[src/rtl/frac_baud_rx.sv]
module frac_baud_rx #(
  parameter int OSR   = 16,
  parameter int DIV_W = 16
) (
  input  logic             clk,
  input  logic             rst,
  input  logic             rx_i,
  input  logic [DIV_W-1:0] div_i,
  input  logic             en_i,
  output logic [7:0]       data_o,
  output logic             valid_o,
  output logic             frame_err_o
);
  localparam int SW  = $clog2(OSR);
  localparam int MID = OSR / 2;

  typedef enum logic [1:0] {IDLE, START, DATA, STOP} st_t;

  st_t              state;
  logic [1:0]       rx_sync;
  logic             rx_q;
  logic [DIV_W-1:0] div_l, cnt;
  logic [SW-1:0]    slot;
  logic [2:0]       nbit;
  logic [1:0]       samp;
  logic [7:0]       shreg;

  wire              rx_s    = rx_sync[1];
  wire [DIV_W-1:0]  base    = div_l / DIV_W'(OSR);
  wire [DIV_W-1:0]  rem     = div_l % DIV_W'(OSR);
  wire              stretch = (32'(slot) + 32'(rem)) >= OSR;
  wire [DIV_W-1:0]  len     = base + DIV_W'(stretch);
  wire              last    = (cnt == len - 1'b1);
  wire              maj     = (samp[1] & samp[0]) | (samp[1] & rx_s) | (samp[0] & rx_s);

  always_ff @(posedge clk) begin
    if (rst) begin
      state       <= IDLE;
      rx_sync     <= 2'b11;
      rx_q        <= 1'b1;
      div_l       <= '0;
      cnt         <= '0;
      slot        <= '0;
      nbit        <= '0;
      samp        <= '0;
      shreg       <= '0;
      data_o      <= '0;
      valid_o     <= 1'b0;
      frame_err_o <= 1'b0;
    end else begin
      valid_o <= 1'b0;
      rx_sync <= {rx_sync[0], rx_i};
      rx_q    <= rx_s;
      if (!en_i) begin
        state <= IDLE;
      end else if (state == IDLE) begin
        if (!rx_s && rx_q) begin
          state <= START;
          div_l <= div_i;
          cnt   <= '0;
          slot  <= '0;
          nbit  <= '0;
        end
      end else begin
        if (last) begin
          cnt  <= '0;
          slot <= (slot == SW'(OSR-1)) ? '0 : slot + 1'b1;
        end else begin
          cnt <= cnt + 1'b1;
        end
        if (last && (slot == SW'(MID-1) || slot == SW'(MID)))
          samp <= {samp[0], rx_s};
        if (last && slot == SW'(MID) && state == START && rx_s)
          state <= IDLE;
        if (last && slot == SW'(MID+1)) begin
          if (state == DATA)
            shreg <= {maj, shreg[7:1]};
          if (state == STOP) begin
            valid_o     <= 1'b1;
            data_o      <= shreg;
            frame_err_o <= !maj;
            state       <= IDLE;
          end
        end
        if (last && slot == SW'(OSR-1)) begin
          if (state == START)
            state <= DATA;
          if (state == DATA) begin
            nbit <= nbit + 1'b1;
            if (nbit == 3'd7)
              state <= STOP;
          end
        end
      end
    end
  end
endmodule

[config.mk]
export PLATFORM = sky130hd
export DESIGN_NAME = frac_baud_rx
export DESIGN_NICKNAME = d
export VERILOG_FILES = /design/src/rtl/frac_baud_rx.sv
export SDC_FILE = /design/constraint.sdc
export NUM_CORES = 1
export LEC_CHECK = 0
export BUFFER_PORTS_ARGS = -buffer_cell sky130_fd_sc_hd__clkbuf_2
export CORE_MARGIN = 2
export CORE_UTILIZATION = 50
export CTS_BUF_LIST = sky130_fd_sc_hd__clkbuf_8
export DETAILED_ROUTE_END_ITERATION = 8
export PLACE_DENSITY = 0.8
export SYNTH_ARGS = -nofsm -noshare
export SYNTH_HDL_FRONTEND = slang
export SYNTH_SLANG_ARGS = --single-unit
[constraint.sdc]
create_clock -name clk -period 6.5 [get_ports clk]
set_input_delay 1.95 -clock clk [delete_from_list [all_inputs] [get_ports clk]]
set_output_delay 1.95 -clock clk [all_outputs]
set_load 0.02 [all_outputs]
=== Yosys cells after proc, flatten, opt, wreduce, memory -nomap -nowiden ===
Cells that the tools add are included.
Widths: inputs -> output; s select.

* Bits in registers: 64
* Output and inout port bits: 10

* Add/subtract/negate cells: 6
* Order comparisons: 1
* Equality and inequality tests: 10
* Multiplexer cells: 21
* Bitwise logic cells: 8
* Reductions and logical operators: 23

{| class="wikitable"
|+ Operators by type and width
! kind !! number
|-
| $mux 16 || 3
|-
| $mux 2 || 9
|-
| $add 16x1->16 const B || 1
|-
| $eq 16x16->1 || 1
|-
| $mux 4 || 4
|-
| $sub 13x1->14 const B || 1
|-
| $add 12x1->13 || 1
|-
| $eq 4x4->1 const B || 3
|-
| $mux 3 || 4
|-
| $reduce_and 4->1 || 3
|-
| $reduce_and 3->1 || 3
|-
| $logic_and 1x1->1 || 7
|-
| $reduce_bool 2->1 || 3
|-
| $add 4x4->5 || 1
|-
| $ge 5x5->1 const B || 1
|-
| $add 4x1->4 const B || 1
|-
| $eq 2x2->1 const B || 2
|-
| $eq 4x3->1 const B || 1
|-
| $reduce_or 4->1 || 1
|-
| $add 3x1->3 const B || 1
|-
| $and 1x1->1 || 3
|-
| $eq 3x3->1 const B || 1
|-
| $not 1->1 || 3
|-
| $eq 2x1->1 const B || 1
|-
| other kinds (8) || 10
|}

=== Logic depth before layout (Yosys ltp) ===
Gate-level depths: netlist of the first run.

* Word-level depth: 16
* Depth in mapped cells: 15
* Depth with buffers taken out: 13

=== Worst setup path before layout of the first run ===
OpenSTA, ideal clock, no wires.

* Kind: register to register
* From: reg slot[1]
* To: reg shreg[0]
* Arrival: 3802 ps
* Required time: 6428 ps
* Setup slack: 2627 ps
* Stages on the path, launching flop included: 15
* Clock period less this slack: 3873 ps
* Cell sequence: dfxtp_1 ha_1 a31o_2 a21o_1 a21oi_1 ha_1 ha_1 or4b_4 or3_1 a21oi_2 nand2_1 or4b_1 buf_6 nor3_4 mux2i_1

* Word-level cells in the longest chain between the ends: 7
* Elaborated cells on any way between the ends: 8

{| class="wikitable"
|+ RTL lines
! item !! line !! source
|-
| from (decl) || 23 || <nowiki>logic [SW-1:0] slot;</nowiki>
|-
| from (signal assigned) || 67 || <nowiki>slot <= (slot == SW'(OSR-1)) ? '0 : slot + 1'b1;</nowiki>
|-
| $add 4x4->5 || 31 || <nowiki>wire stretch = (32'(slot) + 32'(rem)) >= OSR;</nowiki>
|-
| $ge 5x5->1 || 31 ||
|-
| $add 12x1->13 || 32 || <nowiki>wire [DIV_W-1:0] len = base + DIV_W'(stretch);</nowiki>
|-
| $sub 13x1->14 || 33 || <nowiki>wire last = (cnt == len - 1'b1);</nowiki>
|-
| $eq 16x16->1 || 33 ||
|-
| $logic_and 1x1->1 * || 75 || <nowiki>if (last && slot == SW'(MID+1)) begin</nowiki>
|-
| $reduce_and 4->1 (no source line) * || -- ||
|-
| to (signal assigned) || 77 || <nowiki>shreg <= {maj, shreg[7:1]};</nowiki>
|-
| to (decl) || 26 || <nowiki>logic [7:0] shreg;</nowiki>
|}

Every way passes the cells marked *; elsewhere a longest branch is shown, timed or not.
A chain may end at the register's enable or synchronous reset.

=== Worst setup path in the final report of the first run ===
* From: reg slot[1]
* To: reg samp[1]

* Word-level cells in the longest chain between the ends: 7
* Elaborated cells on any way between the ends: 10

{| class="wikitable"
|+ RTL lines
! item !! line !! source
|-
| $add 4x4->5 || 31 ||
|-
| $ge 5x5->1 || 31 ||
|-
| $add 12x1->13 || 32 ||
|-
| $sub 13x1->14 || 33 ||
|-
| $eq 16x16->1 || 33 ||
|-
| $logic_and 1x1->1 * || 71 || <nowiki>if (last && (slot == SW'(MID-1) || slot == SW'(MID)))</nowiki>
|-
| $reduce_and 3->1 (no source line) * || -- ||
|-
| to (signal assigned) || 72 || <nowiki>samp <= {samp[0], rx_s};</nowiki>
|-
| to (decl) || 25 || <nowiki>logic [1:0] samp;</nowiki>
|}

Marked as above.

==> summary.txt, run 1 <==
Run status
  • Status: finished clean

Placed design
  • Gpl congestion: just over 0.8
  • Post-DP HPWL: between 4 and 5 mm
  • Port bufs: 29
  • Placed cell count: approximately 490

Setup path
  • Cell mode on critical path: ha_1
  • Worst Path Max Fanout: 9
  • Worst Setup EP: samp[1]
  • FF-to-FF Start: slot[1]
  • CP endpoint kind: flop
  • CP max-delay cell: nor4_1
  • R2r worst-path depth: 13
  • Critical path depth: 13
  • CP Buf/Inv Count: 0
  • CP startpoint kind: flop
  • Worst path arrival time: 4.80 ns
  • CP Cell Sequence: ha_1, a31o_2, a21o_1, a21oi_1, ha_1, ha_1, or4b_4, or3_1, a21oi_2, nand4_1, nor4_1, nor2b_1, mux2i_1
  • Flop2flop setup slack: just under 2 ns
  • CP delay by family, top: simple AND/OR/NAND/NOR gates
  • RR Endpoint: samp[1]
  • Crit path kind: reg2reg
  • WP data required: about 6.8 ns
  • Crit path largest cell delay: approximately 1.0 ns
  • CP Launch Point: slot[1]

Clocking
  • Sink Count: between 60 and 70
  • Post-CTS setup repair buffer count: 0
  • Post_cts resized: 0
  • Clk buf depth: 2
  • CTS H-tree lvls: 3
  • CTS Hold Bufs: 0
  • CTS tree: yes
  • Worst skew pair latency: around 0.35 ns
  • Clock transition at the registers of the reported paths: roughly 0.080 ns
  • TritonCTS Buffers: 9
  • CTS Root Cell: clkbuf_8

Floorplanning
  • Die Area: ~7300 um2
  • Die span in y: roughly 86 um
  • Initial Utilization: between 50% and 60%
  • FP Rows: 29
  • Die Span X: 85.6 um
  • Ports: 30
  • CORE AREA: ~6400 um2

Final layout
  • Antenna cells: 0
  • Fraction of layout cells with a size suffix above 1: roughly 14%
  • Most frequent cells in the layout: dfxtp_1 (64), nand2_1 (61), clkbuf_2 (29), a21oi_1 (27), mux2i_1 (23)
  • Fin cells: approximately 500
  • Fin nets: 450
  • Most common cell after layout, fill and taps aside: dfxtp_1
  • Area grow syn2layout: 11.4%

Route
  • DRT iter0 DRCs: between 200 and 300
  • Drc violations: 0
  • Vias per Instance: 5.69
  • Detailed Route WL: approximately 7 mm
  • Pre-antenna DRT Iters: 5
  • Met2 wire len: around 3.2 mm
  • Antenna-violating nets left: 0
  • DR WL/cell: 13.9 um
  • Met3 routed WL: approximately 370 um
  • Max Used Layer: met4
  • Vias: between 2000 and 3000
  • Wl on met1: roughly 3.3 mm

STA
  • Fmax: between 200 and 250 MHz
  • Slew Limit Fails: 0
  • Fin Clk Skew: between 0.01 and 0.015 ns
  • Worst-Margin Slew: approximately 1.2 ns
  • RSZ-0062 raised after global routing: no
  • Final Hold Fails: 0
  • Final setup viols: 0
  • Min Tclk post-route: 4.51 ns
  • Max_slew headroom: 16.7%
  • TNS Setup: 0 ns
  • Tcrit/Tclk final: a little over two thirds

GRT
  • First-pass GRT wire length: roughly 12 mm
  • Overall routing resource usage: a little over 20%
  • Antenna violations before repair: 0
  • Largest net degree at the start of global routing: 55
  • Total grt overflow: 0
  • Vias in the first global route: 2531

Synthesis
  • Dominant synthesized flop cell: dfxtp_1
  • Post-synthesis cell count: between 300 and 400
  • Post-synth ARST share: 0%
  • Ys Warns: 0
  • Cell area after synthesis: 3330 um2
  • Synth Register Bits: 64
  • Syn_area_per_cell: 8.37 um2
  • Post-synthesis sequential area ratio: between 30% and 40%
  • Post-Syn Nets: 429
  • Post-synth EDFFs: 0
  • Synth cell types: 50

Power and ir drop
  • Power, Total: approximately 830 uW
  • VDD IR max: 0.000151 V
  • Static Leak: 1.38 nW
  • Power Density: about 220 nW/um2

Flow run
  • Max_cap viols: 0

Min path
  • Hold/Removal Path Class: reg2reg
  • Worst Hold Depth: 1
## cell usage after synthesis (2+ instances only)
library cell / number / share of area [%]
dfxtp_1: 64 / 38
nand2_1: 61 / 6.9
a21oi_1: 27 / 4.1
mux2i_1: 23 / 6.9
nor2_1: 22 / 2.5
nand3_1: 16 / 2.4
clkbuf_1: 14 / 1.6
nand4_1: 13 / 2.4
o21ai_0: 13 / 2.0
nand2b_1: 12 / 2.3
xnor2_1: 12 / 3.2
ha_1: 11 / 4.1
inv_1: 11 / 1.2
or2_2: 9 / 1.7
nor4_1: 8 / 1.5
a31oi_1: 7 / 1.3
o311ai_0: 7 / 1.8
or3_1: 7 / 1.3
nor2b_1: 6 / 1.1
nor3_1: 6 / 0.90
xor2_1: 6 / 1.6
and3_1: 5 / 0.94
nor3b_1: 4 / 0.90
nand3b_1: 3 / 0.68
a21o_1: 2 / 0.45
buf_2: 2 / 0.30
buf_6: 2 / 0.68
o21a_1: 2 / 0.45
o22ai_1: 2 / 0.38
## kinds of logic (layout without fill, tap and decap cells)
| family | after synthesis | in the layout | synth area share (%) |
|---|---|---|---|
| XOR/XNOR | 18 | 18 | 4.74 |
| buffers and inverters | 30 | 56 | 3.91 |
| AND/OR/NAND/NOR | 180 | 180 | 28.0 |
| multiplexers | 23 | 23 | 6.91 |
| adder cells (fa/ha/maj) | 11 | 11 | 4.13 |
| flip-flops | 64 | 64 | 38.5 |
| AO/OA/AOI/OAI | 72 | 72 | 13.8 |
## cell type report
type	instances	area, um2
clock buffer	9	124
tap	77	96.3
sequential	64	1280
multi-input combinational	304	1920
clock inverter	7	103
fill	577	2680
inverter	11	41.3
timing repair buffer	29	145
## worst min-delay path by stage
stage,from,to,slack [ns]
floorplan,rx_sync[0],rx_sync[1],0.39
finish,rx_sync[0],rx_sync[1],0.41
global placement,rx_sync[0],rx_sync[1],0.40
detailed placement,rx_sync[0],rx_sync[1],0.39
CTS,rx_sync[0],rx_sync[1],0.41
global route,rx_sync[0],rx_sync[1],0.44
## sequential cells by signal, indices dropped and copies added (netlist names)
name / cells
state: 2
valid_o: 1
nbit: 3
samp: 2
cnt: 16
frame_err_o: 1
rx_sync: 2
slot: 4
div_l: 16
shreg: 8
data_o: 8
rx_q: 1
## routing by layer
| metal | vias up | GRT usage, % |
|---|---|---|
| li1 | 1470 | - |
| met1 | 1299 | 27.9 |
| met2 | 74 | 30.5 |
| met3 | 7 | 5.20 |
| met4 | 0 | 8.51 |
| met5 | - | 0 |
## power breakdown
group / internal (mW) / switching, mW / total (mW) / leakage (nW)
registers: 0.395 / 0.00343 / 0.398 / 0.516
logic: 0.0191 / 0.0276 / 0.0466 / 0.748
clock network: 0.220 / 0.170 / 0.389 / 0.110
total: 0.633 / 0.201 / 0.834 / 1.38
## stage by stage
step	util (%)	hold slack, ns	worst slack (ns)	area (um2)
after floorplan	-	0.389	2.63	3330
after detailed placement	54.5	0.393	2.08	3480
after global placement	54.5	0.395	2.22	3480
after CTS	58.1	0.412	2.04	3710
final	58.1	0.412	1.99	3710
after global routing	58.1	0.444	1.67	3710
Note: power is estimated with default switching activity, not from simulation.
==> run 2: changes to the inputs <==
Clock period 6.5 ns to 4.5 ns, I/O delays scaled along.
==> run 2 against run 1 <==
Non-clock buffer count grew 4. Clock power grew 55%. Power grew 49%. Clock-buffer cell count grew 1. Critical endpoint is now shreg[5]. Largest cell class unchanged. Highest routed layer unchanged.
==> summary.txt, run 2 (synthesis results as in run 1) <==
Clocking
  • Post-CTS setup repair buffer count: 0
  • CTS Hold Bufs: 0
  • CTS tree: yes
  • Clock transition at the registers of the reported paths: 0.07 ns
  • Worst skew pair latency: approximately 0.35 ns
  • Sink Count: 64
  • Post_cts resized: 0
  • CTS H-tree lvls: 3
  • CTS Root Cell: clkbuf_8
  • TritonCTS Buffers: 9
  • Clk buf depth: 2

GRT
  • Met2 usage: 31.2%
  • Met3 Use GR: roughly 5.2%
  • Met1 GRT Util: 26.4%
  • Largest net degree at the start of global routing: between 50 and 60
  • First-pass GRT wire length: between 10 and 15 mm
  • Vias in the first global route: roughly 2600
  • Antenna violations before repair: 0
  • Total grt overflow: 0
  • Overall routing resource usage: about a fifth
  • GR peak layer: met2

Floorplanning
  • CORE AREA: 6390 um2
  • Die Area: approximately 7300 um2
  • Initial Utilization: between 50% and 60%
  • FP Rows: 29
  • Die Span X: approximately 86 um
  • Ports: 30
  • Die span in y: around 86 um

Setup path
  • CP endpoint kind: flop
  • Crit path kind: reg2reg
  • CP startpoint kind: flop
  • Crit path largest cell delay: ~0.6 ns
  • Worst Path Max Fanout: 8
  • CP Buf/Inv Count: 0
  • Cell mode on critical path: ha_1
  • Worst path arrival time: 4.39 ns
  • CP Cell Sequence: ha_1, a31o_2, a21o_1, a21oi_1, ha_1, ha_1, or4b_4, a2111oi_2, o21a_1, o22ai_1, or4b_1, nor3_4, mux2i_1
  • CP delay by family, top: simple AND/OR/NAND/NOR gates
  • CP max-delay cell: or4b_1
  • WP data required: 4.77 ns

Power and ir drop
  • Static Leak: around 1.4 nW
  • VDD IR max: 0.000316 V
  • Power Density: between 300 and 400 nW/um2

Route
  • Antenna-violating nets left: 0
  • DRT iter0 DRCs: 215
  • Vias: roughly 2900
  • DR WL/cell: 13.7 um
  • Vias per Instance: about 5.7
  • Detailed Route WL: 6.91 mm
  • Pre-antenna DRT Iters: 5
  • Drc violations: 0

Placed design
  • Port bufs: 29
  • Placed cell count: 489
  • Cell Area, Placed: between 3000 and 4000 um2
  • Post-DP HPWL: 4.91 mm
  • Gpl congestion: roughly 0.84

Final layout
  • Fraction of layout cells with a size suffix above 1: between 10 and 15%
  • Fin cells: 505
  • Most common cell after layout, fill and taps aside: dfxtp_1
  • Area grow syn2layout: 12.9%
  • Fin area: between 3000 and 4000 um2
  • Util after Layout: between 50% and 60%
  • Antenna cells: 0
  • Fin nets: 454
  • Most frequent cells in the layout: dfxtp_1 (64), nand2_1 (61), clkbuf_2 (29), a21oi_1 (27), mux2i_1 (23)
  • Biggest regs: cnt x16, div_l x16

STA
  • Fin Clk Skew: 0.0107 ns
  • Max_slew headroom: 39.9%
  • Final Hold Fails: 0
  • Slew Limit Fails: 0
  • Min Tclk post-route: a little over 4 ns
  • Final setup viols: 0
  • TNS Setup: 0 ns
  • Tcrit/Tclk final: between 90% and 100%
  • RSZ-0062 raised after global routing: no
  • Fmax: ~240 MHz
  • Worst-Margin Slew: between 0.9 and 1 ns

Flow run
  • Max_cap viols: 0

Run status
  • Status: finished clean

Min path
  • Hold/Removal Path Class: reg2reg
[run 2: changes by cell type in the layout (fill, tap and decap cells not counted), sizes merged]
cell,change
buf,+4
inv,-1
bufinv,+1
clkinvlp,-1
clkbuf,+1
[run 2: layout make-up]
| type | instances | area (um2) |
|---|---|---|
| Fill cell | 545 | 2630 |
| Multi-Input combinational cell | 304 | 1920 |
| Sequential cell | 64 | 1280 |
| Timing Repair Buffer | 33 | 175 |
| Clock buffer | 10 | 138 |
| Clock inverter | 6 | 108 |
| Tap cell | 77 | 96.3 |
| Inverter | 11 | 41.3 |
[run 2: worst register-to-register path: stages (launching register included)]
cell and delay, ns:
dfxtp_1 0.38, ha_1 0.24, a31o_2 0.24, a21o_1 0.17
a21oi_1 0.14, ha_1 0.19, ha_1 0.22, or4b_4 0.51
a2111oi_2 0.29, o21a_1 0.17, o22ai_1 0.15, or4b_1 0.60
nor3_4 0.48, mux2i_1 0.26
[run 2: per-layer routing]
layer | part of all wire [%] | routed length, um
met5 | 0 | 0
met4 | 1.9 | 128
met3 | 4.8 | 331
met2 | 45 | 3140
met1 | 48 | 3310
[run 2: stage by stage]
stage	hold WS [ns]	setup WS (ns)	total power, mW
final	0.417	0.385	1.25
after global routing	0.433	0.113	1.29
after CTS	0.419	0.361	1.26
after detailed placement	0.407	0.382	0.655
after global placement	0.394	0.511	0.653
after floorplan	0.389	0.627	0.637
[run 2: path summary, 6_finish.rpt]
path | startpoint | endpoint | slack [ns] | cells after the start
hold reg to reg | rx_sync[0] | rx_sync[1] | 0.42 | 1
setup / recovery | slot[1] | shreg[5] | 0.39 | 13
setup reg to reg | slot[1] | shreg[5] | 0.39 | 13
hold / removal | rx_sync[0] | rx_sync[1] | 0.42 | 1
[run 2: where the power goes]
part | internal [mW] | switching (mW) | total, mW
combinational | 0.0281 | 0.0395 | 0.0676
sequential | 0.571 | 0.00506 | 0.576
clock | 0.381 | 0.222 | 0.603
